[src/rtl/taint_pkg.sv]
package taint_pkg;
  typedef enum logic [1:0] {
    OP_ADD    = 2'b00,
    OP_LOAD   = 2'b01,
    OP_STORE  = 2'b10,
    OP_BRANCH = 2'b11
  } op_e;
endpackage

[src/rtl/tc_exec.sv]
module tc_exec
  import taint_pkg::*;
#(
  parameter int DW     = 5,
  parameter int WIN_LO = 4,
  parameter int WIN_HI = 23
) (
  input  op_e           op,
  input  logic [DW-1:0] a_val,
  input  logic          a_tnt,
  input  logic [DW-1:0] b_val,
  input  logic          b_tnt,
  input  logic [DW-1:0] imm,
  input  logic [DW-1:0] rdata,
  output logic [DW-1:0] res_val,
  output logic          res_tnt,
  output logic [DW-1:0] addr,
  output logic          addr_tnt,
  output logic          mem_acc,
  output logic          writes
);
  localparam logic [DW-1:0] LO = DW'(WIN_LO);
  localparam logic [DW-1:0] HI = DW'(WIN_HI);

  always_comb begin
    addr     = a_val + imm;
    addr_tnt = a_tnt;
    mem_acc  = (op == OP_LOAD) || (op == OP_STORE);
    writes   = (op == OP_LOAD) || (op == OP_ADD);
    if (op == OP_LOAD) begin
      res_val = rdata;
      res_tnt = (addr < LO) || (addr > HI);
    end else begin
      res_val = a_val + b_val;
      res_tnt = a_tnt | b_tnt;
    end
  end
endmodule

[src/rtl/tc_regfile.sv]
module tc_regfile #(
  parameter int NREG = 8,
  parameter int DW   = 5,
  localparam int RIW = $clog2(NREG)
) (
  input  logic           clk,
  input  logic           rst_n,
  input  logic           we,
  input  logic [RIW-1:0] wa,
  input  logic [DW-1:0]  wd,
  input  logic           wt,
  input  logic [RIW-1:0] ra1,
  input  logic [RIW-1:0] ra2,
  output logic [DW-1:0]  rd1,
  output logic           rt1,
  output logic [DW-1:0]  rd2,
  output logic           rt2
);
  logic [DW-1:0] val_q [NREG];
  logic          tnt_q [NREG];

  for (genvar g = 0; g < NREG; g++) begin : g_reg
    logic hit;
    assign hit = we && (wa == RIW'(g));
    always_ff @(posedge clk or negedge rst_n) begin
      if (!rst_n) begin
        val_q[g] <= '0;
        tnt_q[g] <= 1'b0;
      end else if (hit) begin
        val_q[g] <= wd;
        tnt_q[g] <= wt;
      end
    end
  end

  assign rd1 = val_q[ra1];
  assign rt1 = tnt_q[ra1];
  assign rd2 = val_q[ra2];
  assign rt2 = tnt_q[ra2];
endmodule

[src/rtl/tc_resq.sv]
module tc_resq #(
  parameter int NREG  = 8,
  parameter int DW    = 5,
  parameter int DEPTH = 4,
  localparam int RIW  = $clog2(NREG),
  localparam int PW   = $clog2(DEPTH)
) (
  input  logic           clk,
  input  logic           rst_n,
  input  logic           push,
  input  logic [RIW-1:0] push_rd,
  input  logic [DW-1:0]  push_val,
  input  logic           push_tnt,
  input  logic           push_kill,
  input  logic           pop_req,
  output logic           full,
  output logic           empty,
  output logic           wr_en,
  output logic [RIW-1:0] wr_rd,
  output logic [DW-1:0]  wr_val,
  output logic           wr_tnt,
  input  logic [RIW-1:0] q1_rs,
  output logic           q1_hit,
  output logic [DW-1:0]  q1_val,
  output logic           q1_tnt,
  input  logic [RIW-1:0] q2_rs,
  output logic           q2_hit,
  output logic [DW-1:0]  q2_val,
  output logic           q2_tnt
);
  localparam logic [PW:0] FULL_CNT = (PW+1)'(DEPTH);

  logic [DW-1:0]  ent_val [DEPTH];
  logic           ent_tnt [DEPTH];
  logic [RIW-1:0] ent_rd  [DEPTH];
  logic           ent_kill[DEPTH];

  logic [PW-1:0] rd_ptr_q, rd_ptr_d, wr_ptr_q, wr_ptr_d;
  logic [PW:0]   cnt_q, cnt_d;
  logic          pop_do;

  assign full   = (cnt_q == FULL_CNT);
  assign empty  = (cnt_q == '0);
  assign pop_do = pop_req && !empty;

  assign wr_en  = pop_do && !ent_kill[rd_ptr_q];
  assign wr_rd  = ent_rd[rd_ptr_q];
  assign wr_val = ent_val[rd_ptr_q];
  assign wr_tnt = ent_tnt[rd_ptr_q];

  always_comb begin
    rd_ptr_d = rd_ptr_q;
    wr_ptr_d = wr_ptr_q;
    cnt_d    = cnt_q;
    if (pop_do) rd_ptr_d = rd_ptr_q + 1'b1;
    if (push)   wr_ptr_d = wr_ptr_q + 1'b1;
    if (push && !pop_do)      cnt_d = cnt_q + 1'b1;
    else if (pop_do && !push) cnt_d = cnt_q - 1'b1;
  end

  always_ff @(posedge clk or negedge rst_n) begin
    if (!rst_n) begin
      rd_ptr_q <= '0;
      wr_ptr_q <= '0;
      cnt_q    <= '0;
    end else begin
      rd_ptr_q <= rd_ptr_d;
      wr_ptr_q <= wr_ptr_d;
      cnt_q    <= cnt_d;
    end
  end

  always_ff @(posedge clk) begin
    if (push) begin
      ent_val[wr_ptr_q]  <= push_val;
      ent_tnt[wr_ptr_q]  <= push_tnt;
      ent_rd[wr_ptr_q]   <= push_rd;
      ent_kill[wr_ptr_q] <= push_kill;
    end
  end

  // Walk oldest to youngest so that the last live match wins.
  always_comb begin
    logic [PW-1:0] idx;
    q1_hit = 1'b0; q1_val = '0; q1_tnt = 1'b0;
    q2_hit = 1'b0; q2_val = '0; q2_tnt = 1'b0;
    for (int i = 0; i < DEPTH; i++) begin
      idx = rd_ptr_q + PW'(i);
      if (((PW+1)'(i) < cnt_q) && !ent_kill[idx]) begin
        if (ent_rd[idx] == q1_rs) begin
          q1_hit = 1'b1; q1_val = ent_val[idx]; q1_tnt = ent_tnt[idx];
        end
        if (ent_rd[idx] == q2_rs) begin
          q2_hit = 1'b1; q2_val = ent_val[idx]; q2_tnt = ent_tnt[idx];
        end
      end
    end
  end

  assert_no_overflow_R4: assert property (@(posedge clk) disable iff (!rst_n)
    (full && !pop_do) |-> !push);
  assert_empty_retire_R5: assert property (@(posedge clk) disable iff (!rst_n)
    (pop_req && empty && !push) |=> empty);
endmodule

[src/rtl/taint_core.sv]
module taint_core
  import taint_pkg::*;
#(
  parameter int NREG   = 8,
  parameter int DW     = 5,
  parameter int DEPTH  = 4,
  parameter int WIN_LO = 4,
  parameter int WIN_HI = 23,
  localparam int RIW   = $clog2(NREG)
) (
  input  logic           clk,
  input  logic           rst_n,
  input  logic           instr_valid,
  output logic           instr_ready,
  input  logic [1:0]     instr_op,
  input  logic [RIW-1:0] instr_rd,
  input  logic [RIW-1:0] instr_rs1,
  input  logic [RIW-1:0] instr_rs2,
  input  logic [DW-1:0]  instr_imm,
  input  logic           instr_mispred,
  input  logic           retire,
  output logic           mem_req,
  output logic           mem_we,
  output logic [DW-1:0]  mem_addr,
  output logic [DW-1:0]  mem_wdata,
  output logic           mem_wtaint,
  input  logic [DW-1:0]  mem_rdata,
  output logic           violation
);
  // Reset: asserted asynchronously, released through two flops.
  logic rst_s1_q, rst_ni;
  always_ff @(posedge clk or negedge rst_n) begin
    if (!rst_n) begin
      rst_s1_q <= 1'b0;
      rst_ni   <= 1'b0;
    end else begin
      rst_s1_q <= 1'b1;
      rst_ni   <= rst_s1_q;
    end
  end

  op_e           op;
  logic          full, empty_unused, fire, push;
  logic          wr_en, wr_tnt;
  logic [RIW-1:0] wr_rd;
  logic [DW-1:0] wr_val;
  logic [DW-1:0] rf1_v, rf2_v, fq1_v, fq2_v, a_v, b_v, res_v, addr;
  logic          rf1_t, rf2_t, fq1_t, fq2_t, fq1_h, fq2_h, a_t, b_t;
  logic          res_t, addr_t, mem_acc, writes;
  logic          viol_q, viol_d;

  assign op          = op_e'(instr_op);
  assign instr_ready = !full;
  assign fire        = instr_valid && instr_ready;
  assign push        = fire && writes;

  tc_regfile #(.NREG(NREG), .DW(DW)) u_rf (
    .clk(clk), .rst_n(rst_ni),
    .we(wr_en), .wa(wr_rd), .wd(wr_val), .wt(wr_tnt),
    .ra1(instr_rs1), .ra2(instr_rs2),
    .rd1(rf1_v), .rt1(rf1_t), .rd2(rf2_v), .rt2(rf2_t)
  );

  tc_resq #(.NREG(NREG), .DW(DW), .DEPTH(DEPTH)) u_q (
    .clk(clk), .rst_n(rst_ni),
    .push(push), .push_rd(instr_rd), .push_val(res_v), .push_tnt(res_t),
    .push_kill(instr_mispred), .pop_req(retire),
    .full(full), .empty(empty_unused),
    .wr_en(wr_en), .wr_rd(wr_rd), .wr_val(wr_val), .wr_tnt(wr_tnt),
    .q1_rs(instr_rs1), .q1_hit(fq1_h), .q1_val(fq1_v), .q1_tnt(fq1_t),
    .q2_rs(instr_rs2), .q2_hit(fq2_h), .q2_val(fq2_v), .q2_tnt(fq2_t)
  );

  assign a_v = fq1_h ? fq1_v : rf1_v;
  assign a_t = fq1_h ? fq1_t : rf1_t;
  assign b_v = fq2_h ? fq2_v : rf2_v;
  assign b_t = fq2_h ? fq2_t : rf2_t;

  tc_exec #(.DW(DW), .WIN_LO(WIN_LO), .WIN_HI(WIN_HI)) u_ex (
    .op(op), .a_val(a_v), .a_tnt(a_t), .b_val(b_v), .b_tnt(b_t),
    .imm(instr_imm), .rdata(mem_rdata),
    .res_val(res_v), .res_tnt(res_t), .addr(addr), .addr_tnt(addr_t),
    .mem_acc(mem_acc), .writes(writes)
  );

  assign mem_req    = fire && mem_acc;
  assign mem_we     = fire && (op == OP_STORE);
  assign mem_addr   = addr;
  assign mem_wdata  = b_v;
  assign mem_wtaint = b_t;

  assign viol_d = viol_q || (mem_req && addr_t);
  always_ff @(posedge clk or negedge rst_ni) begin
    if (!rst_ni) viol_q <= 1'b0;
    else         viol_q <= viol_d;
  end
  assign violation = viol_q;

  assert_sticky_R9: assert property (@(posedge clk) disable iff (!rst_ni)
    violation |=> violation);
  assert_flag_R9: assert property (@(posedge clk) disable iff (!rst_ni)
    (mem_req && addr_t) |=> violation);
  assert_stall_R4: assert property (@(posedge clk) disable iff (!rst_ni)
    !instr_ready |-> !mem_req);
  assert_req_R10: assert property (@(posedge clk) disable iff (!rst_ni)
    mem_req |-> instr_valid);
endmodule

[config.mk]
export PLATFORM = sky130hd
export DESIGN_NAME = taint_core
export DESIGN_NICKNAME = d
export VERILOG_FILES = /design/src/rtl/taint_pkg.sv /design/src/rtl/tc_exec.sv /design/src/rtl/tc_regfile.sv /design/src/rtl/tc_resq.sv /design/src/rtl/taint_core.sv
export SDC_FILE = /design/constraint.sdc
export NUM_CORES = 1
export LEC_CHECK = 0
export BUFFER_PORTS_ARGS = -buffer_cell sky130_fd_sc_hd__buf_2
export CAP_MARGIN = 20
export CORE_ASPECT_RATIO = 1.1
export CORE_UTILIZATION = 62
export DETAILED_ROUTE_END_ITERATION = 16
export PLACE_DENSITY = 0.93
export SLEW_MARGIN = 10
export SYNTH_ARGS = -nofsm -noshare
export SYNTH_HDL_FRONTEND = slang
export SYNTH_SLANG_ARGS = --single-unit
export TNS_END_PERCENT = 100
[constraint.sdc]
create_clock -name clk -period 6 [get_ports clk]
set_clock_uncertainty 0.05 [all_clocks]
set_input_delay 0.9 -clock clk [delete_from_list [all_inputs] [get_ports clk]]
set_output_delay 0.9 -clock clk [all_outputs]
set_load 0.03 [all_outputs]
==> reports/qor.txt <==
DR DRC count: 0
Hold Path Class: in2async
Worst reg2reg path endpoint: u_q.ent_tnt[2]$_DFFE_PP_
Initial antenna violation count: 0
Slew margin rel.: 36.4%
Slew Viols, Final: 0
Vias in the first global route: 4465
TritonRoute pass-1 iters: 5
GRT overflow: 0
GRT Util Overall: 29.7%
Core area: 10300 um2
Area post-placement: 6860 um2
CP endpoint: mem_addr[4]
Diodes inserted: 0
Max-Cap Viols: 0
Critical path class: reg2out
Power Density: 594 nW/um2
Util after Layout: 69.9%
Antenna Violating Nets Remaining: 0
Fin area: 7230 um2
Pin count of the biggest net entering global routing: 57
Final nets: 580
Starting Density: 63.6%
Initial drt markers: 367
WHS: 278 ps
# IOs: 41
Detailed Place HPWL: 11.4 mm
Wirelength per Cell: 23.2 um
Final period utilization: 96.4%
Ys flop type: dfrtp_1
Via density: 6.72
Worst reg2reg setup slack: 730 ps
TritonCTS clock tree: built
VDD IR-drop max: 0.339 mV
Syn avg cell area: 13.3 um2
LEAKAGE: 2.98 nW
Multi-input logic area: 3730 um2
Crit Path Max Fanout: 7
EDFF count, synth: 40
Pin slew with the least headroom to its limit: 928 ps
Crit. End Element: primary output
Syn-to-layout area delta: 9.97%
Num Clock Sinks: 98
Final wirelength: 15.8 mm
Final hold viol count: 0
Yosys cell types: 58
Seq cells post-synth: 98
F_max: 173 MHz
Cells after Synth: 496
Die H: 110 um
Clock Pin Slew Worst Setup and Hold Paths: 70 ps
Worst-case clock buffer depth: 2
Ys async rst share: 59.2%
Most frequent cells in the layout: dfrtp_1, mux2_2, mux4_2
First-pass GRT wire length: 24.0 mm
Pre-CTS setup slack: 368 ps
FF-to-FF Start: u_q.rd_ptr_q[0]$_DFFE_PN0P_
Die area: 11000 um2
Reg area: 2660 um2
Root Buffer: clkbuf_16
Cts bufs inserted: 9
Layout cells sized above 1: 33.3%
Final WS setup: 214 ps
Outcome: complete, no violations
H-tree depth: 3
WP data arrival: 4840 ps
Post-Syn Area: 6580 um2
Gpl congestion: 0.948
CP required: 5050 ps
Fin cells: 681
Die Width: 100 um
# fillers: 726
Ys Warns: 0
FP Rows: 39
Crit path from: u_q.rd_ptr_q[0]$_DFFE_PN0P_
# setup viols final: 0
Vias post-DR: 4573
Reg2Reg Depth: 19
Clock latency on the worst-skew pair: 350 ps
CP Launch Type: register
Final Critical Period: 5790 ps
Post-CTS Hold Buffers: 0
Post-Place Cells: 657
Port Buffers: 40
Commonest non-fill, non-tap cell in the layout: dfrtp_1
Register area share after synthesis: 40.3%
Syn_nets: 543
==> metrics by stage <==
| stage | total power [W] | setup TNS (ps) |
|---|---|---|
| after floorplan | 0.00302 | 0 |
| after CTS | 0.00419 | 0 |
| after global placement | 0.00348 | 0 |
| final | 0.00430 | 0 |
| after global routing | 0.00453 | -65.1 |
| after detailed placement | 0.00359 | 0 |
==> synth_stat cells (6+ instances only) <==
cell type  instances  area share, %
a211oi_1           6           0.68
a21o_1             7           0.80
a21oi_1           13           0.99
a22oi_1            7           0.80
and2_1             7           0.67
and4_1             7           0.93
buf_1              7           0.40
clkbuf_1          10           0.57
dfrtp_1           58             22
edfxtp_1          40             18
ha_1              19            3.6
inv_1             13           0.74
mux2_2            49            8.4
mux2i_1           29            4.4
mux4_1             9            3.6
mux4_2            47             16
nand2_1           27            1.5
nor2_1            21            1.2
nor3_1             6           0.46
o21ai_0           13           0.99
xnor2_1           28            3.7
==> worst min-delay path by stage <==
stage	startpoint	to	slack [ps]	cells after the start
CTS	rst_n	rst_s1_q$_DFF_PN0_	270	1
global placement	rst_s1_q$_DFF_PN0_	rst_ni$_DFF_PN0_	290	0
finish	rst_n	rst_s1_q$_DFF_PN0_	280	1
floorplan	rst_s1_q$_DFF_PN0_	rst_ni$_DFF_PN0_	280	0
detailed placement	rst_s1_q$_DFF_PN0_	rst_ni$_DFF_PN0_	300	0
global route	rst_n	rst_ni$_DFF_PN0_	270	1
==> kinds of logic (layout without fill, tap and decap cells) <==
| logic type | Yosys count | in the layout | share of synthesized area (%) |
|---|---|---|---|
| compound gates | 72 | 72 | 7.44 |
| xor+xnor | 35 | 35 | 4.89 |
| fa+ha+maj | 21 | 21 | 4.22 |
| buf+inv | 42 | 84 | 3.01 |
| flops | 98 | 98 | 40.3 |
| mux | 134 | 134 | 32.5 |
| other cells | 1 | 1 | 0.0570 |
| simple gates | 93 | 93 | 7.57 |
==> what timing repair did <==
action                     CTS  global route
setup endpoints to repair    1             1
pin swaps                    0             4
hold endpoints to repair     0             0
resized for setup            2             6
buffers inserted             0             8
==> flip-flops by register name (all words and copies together) (netlist names), 2 cells and up <==
name          flops
u_rf.val_q       40
u_q.ent_val      20
u_q.ent_rd       12
u_rf.tnt_q        8
u_q.ent_kill      4
u_q.ent_tnt       4
u_q.cnt_q         3
u_q.rd_ptr_q      2
u_q.wr_ptr_q      2
==> cell type report <==
type | instances | share of cell area [%]
sequential | 98 | 36.8
clock buffer | 10 | 3.30
inverter | 14 | 0.727
tap | 143 | 2.47
clock inverter | 6 | 0.830
timing repair buffer | 54 | 4.26
multi-input combinational | 356 | 51.6
==> power by group <==
part	switching [W]	internal, W
registers	0.000207	0.00101
logic	0.00140	0.00111
clock network	0.000277	0.000303
==> routing by layer <==
layer	track usage, %	vias up	part of all wire, %
met4	16.7	0	4.3
li1	-	2011	-
met5	0	-	0
met1	36.7	2297	38
met2	49.5	213	50
met3	5.93	52	7.5
==> worst max-delay path, stage by stage (launching register included) <==
cell and delay [ps]:
dfrtp_4 480, clkbuf_4 210, mux4_1 640, xnor2_1 210, nand4_1 350, a211o_1 370
a21boi_0 120, mux2i_1 230, ha_1 220, inv_1 50, fa_1 390, inv_1 70
a21o_1 100, a21oi_1 70, xor2_1 270, nor3b_1 120, a211oi_2 350, buf_4 230
Note: power is estimated with default switching activity, not from simulation.
